File: config.mk
export PLATFORM = sky130hd
export DESIGN_NAME = len_cmd_encoder
export DESIGN_NICKNAME = d
export VERILOG_FILES = /design/src/rtl/lce_pkg.sv /design/src/rtl/lce_low_pick.sv /design/src/rtl/lce_ctrl.sv /design/src/rtl/lce_fmt.sv /design/src/rtl/len_cmd_encoder.sv
export SDC_FILE = /design/constraint.sdc
export NUM_CORES = 1
export LEC_CHECK = 0
export BUFFER_PORTS_ARGS = -buffer_cell sky130_fd_sc_hd__buf_2
export CORE_MARGIN = 1.5
export CORE_UTILIZATION = 51
export CTS_CLUSTER_SIZE = 40
export DETAILED_ROUTE_END_ITERATION = 6
export PLACE_DENSITY = 0.8
export SLEW_MARGIN = 40
export SYNTH_ARGS = -nofsm -noshare
export SYNTH_HDL_FRONTEND = slang
export SYNTH_SLANG_ARGS = --single-unit
File: constraint.sdc
create_clock -name clk -period 3.1 [get_ports clk]
set_input_delay 0.155 -clock clk [delete_from_list [all_inputs] [get_ports clk]]
set_output_delay 0.155 -clock clk [all_outputs]
set_load 0.02 [all_outputs]
File: src/rtl/lce_pkg.sv
package lce_pkg;

    localparam int ENT_W      = 20;
    localparam int IMM_W      = 8;
    localparam int EXP_POS    = 9;
    localparam int SPLIT_BASE = 8;
    localparam int LIT_LIMIT  = 255;

    typedef enum logic [1:0] {
        ST_IDLE = 2'd0,
        ST_EXP  = 2'd1,
        ST_LIT  = 2'd2,
        ST_TERM = 2'd3
    } lce_stage_e;

    typedef struct packed {
        logic [ENT_W-1:EXP_POS+1] upper;
        logic                     exp_f;
        logic [EXP_POS-1:IMM_W]   mid;
        logic [IMM_W-1:0]         imm;
    } lce_entry_t;

    function automatic lce_entry_t make_entry(
        input logic [ENT_W-1:0] tmpl,
        input logic             exp_f,
        input logic [IMM_W-1:0] imm
    );
        lce_entry_t e;
        e       = lce_entry_t'(tmpl);
        e.exp_f = exp_f;
        e.imm   = imm;
        return e;
    endfunction

endpackage

File: src/rtl/lce_low_pick.sv
module lce_low_pick #(
    parameter int W     = 17,
    parameter int IDX_W = (W > 1) ? $clog2(W) : 1
) (
    input  logic [W-1:0]     mask_i,
    output logic [IDX_W-1:0] idx_o,
    output logic             any_o
);
    // Lowest set bit wins: scan from the top so the last hit is the lowest.
    always_comb begin
        idx_o = '0;
        any_o = 1'b0;
        for (int i = W - 1; i >= 0; i--) begin
            if (mask_i[i]) begin
                idx_o = IDX_W'(i);
                any_o = 1'b1;
            end
        end
    end
endmodule

File: src/rtl/lce_ctrl.sv
module lce_ctrl
    import lce_pkg::*;
#(
    parameter int LEN_W = 25,
    localparam int HI_W = LEN_W - SPLIT_BASE
) (
    input  logic                clk,
    input  logic                rst,
    input  logic                start_i,
    input  logic [LEN_W-1:0]    len_i,
    input  logic [ENT_W-1:0]    tmpl_i,
    input  logic                term_i,
    input  logic                ready_i,
    output lce_stage_e          stage_o,
    output logic [HI_W-1:0]     hi_o,
    output logic [IMM_W-1:0]    lo_o,
    output logic [ENT_W-1:0]    tmpl_o,
    output logic                done_o
);
    localparam logic [LEN_W-1:0] LIT_LIM = LEN_W'(LIT_LIMIT);

    lce_stage_e         stage_q, stage_n;
    logic [HI_W-1:0]    hi_q, hi_n, hi_rest;
    logic [IMM_W-1:0]   lo_q, lo_n;
    logic [ENT_W-1:0]   tmpl_q, tmpl_n;
    logic               term_q, term_n;
    logic               done_n;

    assign hi_rest = hi_q & (hi_q - HI_W'(1));

    always_comb begin
        stage_n = stage_q;
        hi_n    = hi_q;
        lo_n    = lo_q;
        tmpl_n  = tmpl_q;
        term_n  = term_q;
        done_n  = 1'b0;
        case (stage_q)
            ST_IDLE: begin
                if (start_i) begin
                    tmpl_n = tmpl_i;
                    term_n = term_i;
                    lo_n   = len_i[IMM_W-1:0];
                    if (len_i < LIT_LIM) begin
                        hi_n    = '0;
                        stage_n = ST_LIT;
                    end else begin
                        hi_n    = len_i[LEN_W-1:SPLIT_BASE];
                        stage_n = (len_i[LEN_W-1:SPLIT_BASE] != '0) ? ST_EXP : ST_LIT;
                    end
                end
            end
            ST_EXP: begin
                if (ready_i) begin
                    hi_n = hi_rest;
                    if (hi_rest == '0) begin
                        if (lo_q != '0)  stage_n = ST_LIT;
                        else if (term_q) stage_n = ST_TERM;
                        else begin
                            stage_n = ST_IDLE;
                            done_n  = 1'b1;
                        end
                    end
                end
            end
            ST_LIT: begin
                if (ready_i) begin
                    if (term_q) stage_n = ST_TERM;
                    else begin
                        stage_n = ST_IDLE;
                        done_n  = 1'b1;
                    end
                end
            end
            default: begin
                if (ready_i) begin
                    stage_n = ST_IDLE;
                    done_n  = 1'b1;
                end
            end
        endcase
    end

    always_ff @(posedge clk) begin
        if (rst) begin
            stage_q <= ST_IDLE;
            hi_q    <= '0;
            lo_q    <= '0;
            tmpl_q  <= '0;
            term_q  <= 1'b0;
            done_o  <= 1'b0;
        end else begin
            stage_q <= stage_n;
            hi_q    <= hi_n;
            lo_q    <= lo_n;
            tmpl_q  <= tmpl_n;
            term_q  <= term_n;
            done_o  <= done_n;
        end
    end

    assign stage_o = stage_q;
    assign hi_o    = hi_q;
    assign lo_o    = lo_q;
    assign tmpl_o  = tmpl_q;
endmodule

File: src/rtl/lce_fmt.sv
module lce_fmt
    import lce_pkg::*;
#(
    parameter int IDX_W = 5
) (
    input  lce_stage_e        stage_i,
    input  logic [ENT_W-1:0]  tmpl_i,
    input  logic [IDX_W-1:0]  idx_i,
    input  logic [IMM_W-1:0]  lo_i,
    output logic [ENT_W-1:0]  data_o
);
    logic [IMM_W-1:0] exp_imm;

    assign exp_imm = IMM_W'(idx_i) + IMM_W'(SPLIT_BASE);

    always_comb begin
        case (stage_i)
            ST_EXP:  data_o = make_entry(tmpl_i, 1'b1, exp_imm);
            ST_LIT:  data_o = make_entry(tmpl_i, 1'b0, lo_i);
            default: data_o = '0;
        endcase
    end
endmodule

File: src/rtl/len_cmd_encoder.sv
module len_cmd_encoder
    import lce_pkg::*;
#(
    parameter int LEN_W = 25,
    localparam int HI_W  = LEN_W - SPLIT_BASE,
    localparam int IDX_W = (HI_W > 1) ? $clog2(HI_W) : 1
) (
    input  logic              clk,
    input  logic              rst,
    input  logic              start_i,
    input  logic [LEN_W-1:0]  len_i,
    input  logic [ENT_W-1:0]  tmpl_i,
    input  logic              term_i,
    output logic              ent_valid_o,
    input  logic              ent_ready_i,
    output logic [ENT_W-1:0]  ent_data_o,
    output logic              busy_o,
    output logic              done_o
);
    lce_stage_e        stage;
    logic [HI_W-1:0]   hi;
    logic [IMM_W-1:0]  lo;
    logic [ENT_W-1:0]  tmpl;
    logic [IDX_W-1:0]  pick_idx;
    logic              pick_any;
    logic              ctrl_ready;

    assign ctrl_ready = ent_ready_i;

    lce_ctrl #(.LEN_W(LEN_W)) ctrl_i (
        .clk     (clk),
        .rst     (rst),
        .start_i (start_i),
        .len_i   (len_i),
        .tmpl_i  (tmpl_i),
        .term_i  (term_i),
        .ready_i (ctrl_ready),
        .stage_o (stage),
        .hi_o    (hi),
        .lo_o    (lo),
        .tmpl_o  (tmpl),
        .done_o  (done_o)
    );

    lce_low_pick #(.W(HI_W), .IDX_W(IDX_W)) pick_i (
        .mask_i (hi),
        .idx_o  (pick_idx),
        .any_o  (pick_any)
    );

    lce_fmt #(.IDX_W(IDX_W)) fmt_i (
        .stage_i (stage),
        .tmpl_i  (tmpl),
        .idx_i   (pick_idx),
        .lo_i    (lo),
        .data_o  (ent_data_o)
    );

    // The picker's any flag is meaningful only in the exponent stage.
    assign ent_valid_o = (stage != ST_IDLE) && ((stage != ST_EXP) || pick_any);
    assign busy_o      = (stage != ST_IDLE);
endmodule

# Yosys cells after proc, flatten, opt, wreduce, memory -nomap -nowiden
# Cells that the tools add are included.
# word_totals
output_inout_bits,23
inputBits,50
wordCells,85
regBits,49
# classes
add_sub_neg,2
n_mux,56
n_reduce_logical,12
eq_ne,7
bitwise_logic,1
magnitude_cmp,1
# ops
cell,n
2-to-1 mux 5 bit,17
2-to-1 mux 17 bit,3
one-hot mux 20 bit (2 select lines),1
one-hot mux 17 bit (2 select lines),1
< comparator 25 x 8 -> 1 bit (second input constant),1
2-to-1 mux 1 bit,23
2-to-1 mux 2 bit,9
bitwise AND 17 bit,1
zero test 17 bit,1
nonzero test 17 bit,1
subtractor 17 x 1 -> 17 bit (second input constant),1
nonzero test 8 bit,1
adder 5 x 4 -> 6 bit (second input constant),1
!= test 2 bit (second input constant),3
one-hot mux 2 bit (3 select lines),1
nonzero test 2 bit,3
AND reduction 5 bit,1
!= test 2 x 1 -> 1 bit (second input constant),2
one-hot mux 1 bit (3 select lines),1
AND reduction 3 bit,1
equality test 2 x 1 -> 1 bit (second input constant),1
equality test 2 bit (second input constant),1
zero test 2 bit,1
AND reduction 2 bit,1
other kinds (2),2

# Logic depth before layout (Yosys ltp)
# Gate-level depths: netlist of the first run.
# logic_depth
ltp_word,19
depth_mapped,9
ltp_nobuf,8

# Modules after synthesis
# Synthesis of the first run repeated with hierarchy kept, for this count alone.
# unflattened
hier_cells,364
area_unflattened_um2,2768.9
# by_module_without_submodules
module,n_inst,seq_area_each_um2,area_each_um2,cells_per_inst
lce_ctrl,1,980.9,2299.7,292
lce_fmt,1,0.0,264.0,35
lce_low_pick,1,0.0,190.2,35
len_cmd_encoder,1,0.0,15.0,2

# Least setup slack after synthesis of the first run
# No wires, ideal clock.
# synth_path
kind,flip-flop to flip-flop
from,register ctrl_i.hi_q[0] (netlist: ctrl_i.hi_o[0])
to,register ctrl_i.done_o
setup_slack_ps,772
required_ps,3013
path_stages_with_launch,8
arrival_ps,2240
setup_time_ps,87
synth_period_minus_slack_ps,2328
n_path_buf,1
cell_sequence,dfxtp_1 -> buf_6 -> or4_4 -> or4b_1 -> a222oi_1 -> o311a_2 -> a211oi_2 -> nor4b_2
# synth_between
elab_chain_cells,6
# synth_lines
item,line_no,rtl
start: declaration,lce_ctrl.sv:23,"logic [HI_W-1:0] hi_q, hi_n, hi_rest;"
start signal: assignment,lce_ctrl.sv:94,hi_q <= hi_n;
subtractor 17 x 1 -> 17 bit,lce_ctrl.sv:29,assign hi_rest = hi_q & (hi_q - HI_W'(1));
bitwise AND 17 bit (*),lce_ctrl.sv:29,
zero test 17 bit (*),lce_ctrl.sv:56,if (hi_rest == '0) begin
2-to-1 mux 1 bit (*),lce_ctrl.sv:56,
2-to-1 mux 1 bit (*),lce_ctrl.sv:54,if (ready_i) begin
one-hot mux 1 bit (3 select lines) (*),lce_ctrl.sv:38,case (stage_q)
end signal: assignment,lce_ctrl.sv:98,done_o <= done_n;
end: declaration,lce_ctrl.sv:18,output logic done_o
# Every way passes the cells marked *; elsewhere a longest branch is shown, timed or not.
# A chain may end at the register's enable or synchronous reset.

# Worst setup path in the final report of the first run
# layout_path
from,register ctrl_i.hi_q[4] (netlist: ctrl_i.hi_o[4])
to,output port ent_data_o[4]
# layout_between
elab_chain_cells,7
# layout_lines
item,line_no,rtl
2-to-1 mux 5 bit (5 in series),lce_low_pick.sv:14,if (mask_i[i]) begin
adder 5 x 4 -> 6 bit,lce_fmt.sv:14,assign exp_imm = IMM_W'(idx_i) + IMM_W'(SPLIT_BASE);
one-hot mux 20 bit (2 select lines),lce_fmt.sv:17,case (stage_i)
end: declaration,len_cmd_encoder.sv:16,"output logic [ENT_W-1:0] ent_data_o,"
# No other way between the ends.

==> run summary, run 1 <==
STATUS
-----------------------------------------------------------------------------------------
Status                                                                       finished, final reports clean

CTS
-----------------------------------------------------------------------------------------
Count of cells resized by post-cts repair                                               0
Clock transition at the registers of the reported paths                           0.08 ns
Post-CTS Repair Setup Buffers                                                           0
Worst-case clock buffer depth                                                           2
Root cell of the clock tree                                                      clkbuf_8
TritonCTS clock tree                                                                built
Total clock buffers created by CTS                                                      5
Clk Latency, worst-skew pair                                                      0.30 ns
Quantity of hold-fixing buffers added after cts                                         0
Clk sink count                                                                         40
Number of H-tree branching levels                                                       2

FLOORPLANNING
-----------------------------------------------------------------------------------------
Die H                                                                             70.8 µm
Die Width                                                                         70.8 µm
Row count                                                                              24
Number of ports placed on the die boundary                                             73
Area enclosed by the die boundary                                             0.00501 mm²
Starting Density                                                                    53.4%
Core area                                                                     0.00438 mm²

WORST SETUP PATH
-----------------------------------------------------------------------------------------
Maximum fanout along the worst path                                                    11
Master of the slowest instance on the critical path                                nor4_1
Cell chain of the critical path                                              nor4_1, nand3_1, nor3_1, ha_1, a22oi_1, nor2b_1, buf_2
Register-to-register setup slack                                                  0.47 ns
CP startpoint kind                                                              flip-flop
Startpoint-to-endpoint class of the critical path                            flip-flop to output pin
Worst endpoint data arrival time                                                  2.60 ns
Depth of the worst register-to-register path                                            6
Worst Setup End Kind                                                           output pin
CP max stage delay                                                                0.62 ns
Required arrival time at the worst endpoint                                       2.94 ns

STA
-----------------------------------------------------------------------------------------
Max transition margin                                                               49.5%
Count of pins over their slew limit                                                     0
Setup clock skew after layout                                                  0.00817 ns
Fin. Hold Viols                                                                         0
Slew @ Worst Pin                                                                 0.758 ns
Part of the cycle the worst path needs                                              88.9%
Setup TNS                                                                            0 ns
Setup violation total in the final timing report                                        0
Max Clock Freq                                                                  0.363 GHz
Post-layout minimum cycle time                                                    2.75 ns
Worst Hold Margin                                                               0.0829 ns
RSZ-0062 raised after global routing                                                   no

DETAILED ROUTING
-----------------------------------------------------------------------------------------
1st-pass router iterations                                                              4
DR WL/cell                                                                        13.7 µm
Remaining design rule violation count                                                   0
Count of nets left with antenna violations after detail routing                         0
Final wirelength                                                                  5.87 mm
1st-iter DRT viols                                                                    156
Vias                                                                                 2428
Vias per cell                                                                        5.69

YOSYS
-----------------------------------------------------------------------------------------
Post-Syn Area per Cell                                                           7.21 µm²
Post-synthesis instance area                                                  0.00234 mm²
Proportion of register bits with asynchronous set or reset after synthesis             0%
Post-synthesis instance total                                                         325
Synth Flop Type                                                                   dfxtp_1
Yosys Warn Count                                                                        0
Post-synth EDFFs                                                                        0
Net count of the mapped netlist                                                       380
Sequential share of the synthesized area                                            34.2%
Register bit total from synthesis                                                      40
Yosys cell types                                                                       46

GLOBAL ROUTING
-----------------------------------------------------------------------------------------
Via count of the first global-routing pass                                           2271
Global router's overall resource usage                                              24.4%
Number of antenna violations at the first check in global routing                       0
Largest net degree at the start of global routing                                      41
Total grt overflow                                                                      0
Global-route wire length before repair                                            9.96 mm

FINAL LAYOUT
-----------------------------------------------------------------------------------------
Most common cell after layout, fill and taps aside                                nand2_1
Post-Layout Cell Count                                                                427
ANT cells                                                                               0
Fraction of final layout cells with drive strength greater than 1                   21.6%
Synth-to-Final Area Change                                                          17.7%
Most used cells in the layout excluding fill and tap cells                   nand2_1 (70), buf_2 (63), dfxtp_1 (40)
NumNets Final                                                                         429
Fillers                                                                               417

POWER
-----------------------------------------------------------------------------------------
Ratio of total power to cell area                                              958 mW/mm²
LEAKAGE                                                                           1.18 nW
Max IR drop VDD                                                                0.000474 V

JOB
-----------------------------------------------------------------------------------------
Number of max-cap violations                                                            0

PLACED DESIGN
-----------------------------------------------------------------------------------------
Final weighted congestion in routability-driven placement                           0.916
Dpl cells                                                                             419
# port buffers                                                                         63
Half-perimeter wire length after detailed placement                               4.17 mm

WORST HOLD PATH
-----------------------------------------------------------------------------------------
Hold Path Class                                                              input pin to flip-flop
Cell count of the worst hold path                                                       3

-- cell type report --
class	instances	area, µm²	share of cell area (%)
Tap cell	52	65.1	2.36
Sequential cell	40	801	29.0
Multi-Input combinational cell	251	1400	50.8
Inverter	10	37.5	1.36
Timing Repair Buffer	66	338	12.3
Clock inverter	3	46.3	1.68
Clock buffer	5	68.8	2.50
-- flip-flops by register name, summed over array words and instances (netlist names) --
name            cells
ctrl_i.stage_o      2
ctrl_i.done_o       1
ctrl_i.term_q       1
ctrl_i.tmpl_o      11
ctrl_i.lo_o         8
ctrl_i.hi_o        17
-- layer usage --
layer,share of wire (%),track usage (%),vias to the layer above,wire length (µm)
li1,-,-,1242,-
met1,45,31.6,1087,2640
met2,45,38.8,84,2650
met3,7.5,7.12,15,440
met4,2.4,8.81,0,142
met5,0,0,-,0
-- cells by family after synthesis --
| logic type | count (synthesis) | synth area share (%) |
|---|---|---|
| adders and majority gates | 6 | 3.10 |
| DFF | 40 | 34.2 |
| buffers and inverters | 34 | 5.98 |
| AOI/OAI and AO/OA | 96 | 26.7 |
| and+or+nand+nor | 149 | 30.0 |
-- through the flow --
| step | worst slack (ns) | power, mW | area [µm²] | utilization, % |
|---|---|---|---|---|
| floorplan | 0.772 | 1.87 | 2340 | - |
| global placement | 0.605 | 2.16 | 2640 | 60.3 |
| detailed placement | 0.536 | 2.20 | 2640 | 60.3 |
| CTS | 0.352 | 2.64 | 2760 | 62.9 |
| global route | 0.0449 | 2.88 | 2760 | 62.9 |
| finish | 0.345 | 2.64 | 2760 | 62.9 |
-- worst max-delay path: cells and delay by family, from the launching register on --
| family | cells | cell delay [ns] |
|---|---|---|
| adder cells (fa/ha/maj) | 1 | 0.26 |
| AO/OA/AOI/OAI | 1 | 0.16 |
| buffers and inverters | 1 | 0.16 |
| AND/OR/NAND/NOR | 4 | 1.31 |
| flip-flops | 1 | 0.41 |
-- synth_stat cells (5+ instances only) --
| cell | number | area share, % |
|---|---|---|
| ha_1 | 5 | 2.7 |
| nand2_1 | 70 | 11 |
| and2_1 | 16 | 4.3 |
| nor3_1 | 7 | 1.5 |
| nor2_1 | 29 | 4.6 |
| a211oi_1 | 6 | 1.9 |
| clkbuf_1 | 19 | 3.0 |
| dfxtp_1 | 40 | 34 |
| o21ai_0 | 13 | 2.8 |
| inv_1 | 10 | 1.6 |
| nor4_1 | 7 | 1.9 |
| a22oi_1 | 13 | 4.2 |
| a21oi_1 | 37 | 7.9 |
-- path summary, 6_finish.rpt --
| path | start | end |
|---|---|---|
| setup / recovery | ctrl_i.hi_o[4]$_SDFFE_PP0P_ | ent_data_o[4] |
| hold / removal | tmpl_i[16] | ctrl_i.tmpl_o[16]$_SDFFE_PP0P_ |
| setup reg to reg | ctrl_i.hi_o[4]$_SDFFE_PP0P_ | ctrl_i.done_o$_SDFF_PP0_ |
| hold reg to reg | ctrl_i.tmpl_o[16]$_SDFFE_PP0P_ | ctrl_i.tmpl_o[16]$_SDFFE_PP0P_ |
-- report_power, final --
group | leakage (nW) | internal [mW] | total, mW | switching [mW]
sequential | 0.328 | 0.632 | 0.791 | 0.159
clock | 0.0548 | 0.242 | 0.437 | 0.195
combinational | 0.793 | 0.563 | 1.41 | 0.850
total | 1.18 | 1.44 | 2.64 | 1.20
(Power assumes the default switching activity.)
==> run 2: changes to the inputs <==
Settings changed: CTS_BUF_LIST set to sky130_fd_sc_hd__clkbuf_16, HOLD_SLACK_MARGIN set to 0.1.
==> run summary, run 2 (same netlist as run 1, synthesis figures left out) <==
FINAL LAYOUT
--------------------------------------------------------------------------------
Most common cell after layout, fill and taps aside                       nand2_1
ANT cells                                                                      0   unchanged
Post-Layout Cell Count                                                       431   +0.94%
Synth-to-Final Area Change                                                 21.8%
Combined flip-flop and latch cell area                                   801 µm²   unchanged
Most used cells in the layout excluding fill and tap cells          nand2_1 (70), buf_2 (63), dfxtp_1 (40)
Fillers                                                                      393   -5.8%
Fraction of final layout cells with drive strength greater than 1          21.4%   -0.23 points
Number of flip-flops under the largest register name                          17   unchanged
Multi-input logic area                                               0.00140 mm²   unchanged
NumNets Final                                                                433   +0.93%
Utilization after layout                                                   65.1%   +2.2 points

STA
--------------------------------------------------------------------------------
Setup violation total in the final timing report                               0   unchanged
Max Clock Freq                                                         0.362 GHz   -0.33%
Setup clock skew after layout                                         0.00356 ns   -0.00460 ns
Setup TNS                                                                   0 ns   unchanged
Post-layout minimum cycle time                                           2.76 ns   +0.00913 ns
Slew @ Worst Pin                                                        0.735 ns   -0.0231 ns
Fin. Hold Viols                                                                0   unchanged
RSZ-0062 raised after global routing                                          no
Count of pins over their slew limit                                            0   unchanged
Max transition margin                                                      51.0%   +1.5 points
Part of the cycle the worst path needs                                     89.2%   +0.29 points

DETAILED ROUTING
--------------------------------------------------------------------------------
1st-iter DRT viols                                                           143   -8.3%
Detail Route met3 WL                                                      416 µm   -5.5%
Vias                                                                        2474   +1.9%
Highest metal layer used by the detailed router                             met4
Metal1 wirelength                                                        2.65 mm   +0.30%
DR WL/cell                                                               13.8 µm   +0.46%
Met2 routed WL                                                           2.72 mm   +2.7%
Vias per cell                                                               5.74   +0.95%
Final wirelength                                                         5.95 mm   +1.4%
1st-pass router iterations                                                     5   +1
Count of nets left with antenna violations after detail routing                0   unchanged
Remaining design rule violation count                                          0   unchanged

CTS
--------------------------------------------------------------------------------
Root cell of the clock tree                                            clkbuf_16
Post-CTS Repair Setup Buffers                                                  0   unchanged
Clk Latency, worst-skew pair                                             0.29 ns   about the same
Count of cells resized by post-cts repair                                      0   unchanged
Total clock buffers created by CTS                                             5   unchanged
TritonCTS clock tree                                                       built
Clock transition at the registers of the reported paths                  0.06 ns   -0.02 ns
Worst-case clock buffer depth                                                  2   unchanged
Number of H-tree branching levels                                              2   unchanged
Clk sink count                                                                40   unchanged

PLACED DESIGN
--------------------------------------------------------------------------------
Dpl cells                                                                    419   unchanged
# port buffers                                                                63   unchanged
Final weighted congestion in routability-driven placement                  0.916   unchanged
Half-perimeter wire length after detailed placement                      4.17 mm   unchanged

POWER
--------------------------------------------------------------------------------
LEAKAGE                                                                  1.22 nW   +3.6%
Comb power frac                                                            50.6%   -2.9 points
Ratio of total power to cell area                                     987 mW/mm²   +3.1%
Max IR drop VDD                                                       0.000479 V   +1.1%
Cell internal pwr                                                        1.58 mW   +10%
Register share of total power                                              28.1%   -1.8 points
Sw frac                                                                    43.9%   -1.7 points
Switching power total                                                    1.24 mW   +2.6%
Power share of the clock group                                             21.3%   +4.8 points

JOB
--------------------------------------------------------------------------------
Number of max-cap violations                                                   0   unchanged

FLOORPLANNING
--------------------------------------------------------------------------------
Die Width                                                                70.8 µm   unchanged
Starting Density                                                           53.4%   unchanged
Core area                                                            0.00438 mm²   unchanged
Area enclosed by the die boundary                                    0.00501 mm²   unchanged
Die H                                                                    70.8 µm   unchanged
Number of ports placed on the die boundary                                    73   unchanged
Row count                                                                     24   unchanged

GLOBAL ROUTING
--------------------------------------------------------------------------------
Via count of the first global-routing pass                                  2336   +2.9%
Global router's overall resource usage                                     25.2%   +0.85 points
Number of antenna violations at the first check in global routing              0   unchanged
Total grt overflow                                                             0   unchanged
Global-route wire length before repair                                   10.1 mm   +1.9%
Largest net degree at the start of global routing                             41   unchanged

WORST SETUP PATH
--------------------------------------------------------------------------------
Worst Setup End Kind                                                  output pin
Master of the slowest instance on the critical path                       nor4_1
Cell chain of the critical path                                     nor4_1, nand3_1, nor3_1, ha_1, a22oi_1, nor2b_1, buf_2
Bufs and invs on worst path                                                    1   unchanged
Startpoint-to-endpoint class of the critical path                   flip-flop to output pin
Worst endpoint data arrival time                                         2.61 ns   about the same
Top cell family by delay on the critical path                       simple AND/OR/NAND/NOR gates
Maximum fanout along the worst path                                           11   unchanged
Critical Path Stages                                                           7   unchanged
Depth of the worst register-to-register path                                   6   unchanged
CP max stage delay                                                       0.62 ns   about the same
Required arrival time at the worst endpoint                              2.94 ns   about the same
CP startpoint kind                                                     flip-flop

STATUS
--------------------------------------------------------------------------------
Status                                                              finished, final reports clean

WORST HOLD PATH
--------------------------------------------------------------------------------
Cell count of the worst hold path                                              3   unchanged
Hold Path Class                                                     input pin to flip-flop

run 2: power groups by stage:
stage	Clock [mW]	Combinational (mW)	Sequential, mW
floorplan	0	1.16	0.707
finish	0.599	1.43	0.793
CTS	0.607	1.41	0.789
global route	0.626	1.61	0.819
detailed placement	0	1.40	0.798
global placement	0	1.37	0.790
run 2: layout make-up:
type | count | share of cell area (%)
Multi-Input combinational cell | 251 | 49.1
Sequential cell | 40 | 28.1
Timing Repair Buffer | 70 | 13.2
Clock buffer | 5 | 4.38
Tap cell | 52 | 2.28
Clock inverter | 3 | 1.62
Inverter | 10 | 1.32
run 2: worst register-to-register path: stages (launching register included):
cell	delay [ns]
dfxtp_1	0.41
nor4_1	0.62
or4b_1	0.49
a222oi_1	0.39
o311a_2	0.30
a211oi_2	0.08
nor4b_2	0.25
run 2: through the flow:
stage          power, mW  hold slack [ns]  setup slack (ns)  instance area (µm²)
6_report            2.82            0.101             0.336                 2850
5_1_grt             3.05            0.104            0.0694                 2850
4_1_cts             2.81            0.101             0.369                 2850
2_1_floorplan       1.87            0.291             0.772                 2340
3_5_place_dp        2.20            0.400             0.536                 2640
3_3_place_gp        2.16            0.396             0.605                 2640
run 2: worst paths after layout:
| path | startpoint | endpoint | slack, ns |
|---|---|---|---|
| max | ctrl_i.hi_o[4]$_SDFFE_PP0P_ | ent_data_o[4] | 0.34 |
| min | len_i[1] | ctrl_i.lo_o[1]$_SDFFE_PP0P_ | 0.10 |
| max reg2reg | ctrl_i.hi_o[4]$_SDFFE_PP0P_ | ctrl_i.done_o$_SDFF_PP0_ | 0.49 |
| min reg2reg | ctrl_i.tmpl_o[16]$_SDFFE_PP0P_ | ctrl_i.tmpl_o[16]$_SDFFE_PP0P_ | 0.45 |
run 2: layer usage:
| layer | vias to the layer above | GRT usage, % |
|---|---|---|
| met5 | - | 0 |
| met4 | 0 | 13.4 |
| met3 | 20 | 6.41 |
| met2 | 84 | 40.1 |
| met1 | 1121 | 31.5 |
| li1 | 1249 | - |
run 2: what timing repair did:
action | CTS | global route
hold buffers | 4 | 0
endpoints found under the setup margin | 0 | 0
endpoints found under the hold margin | 4 | 0
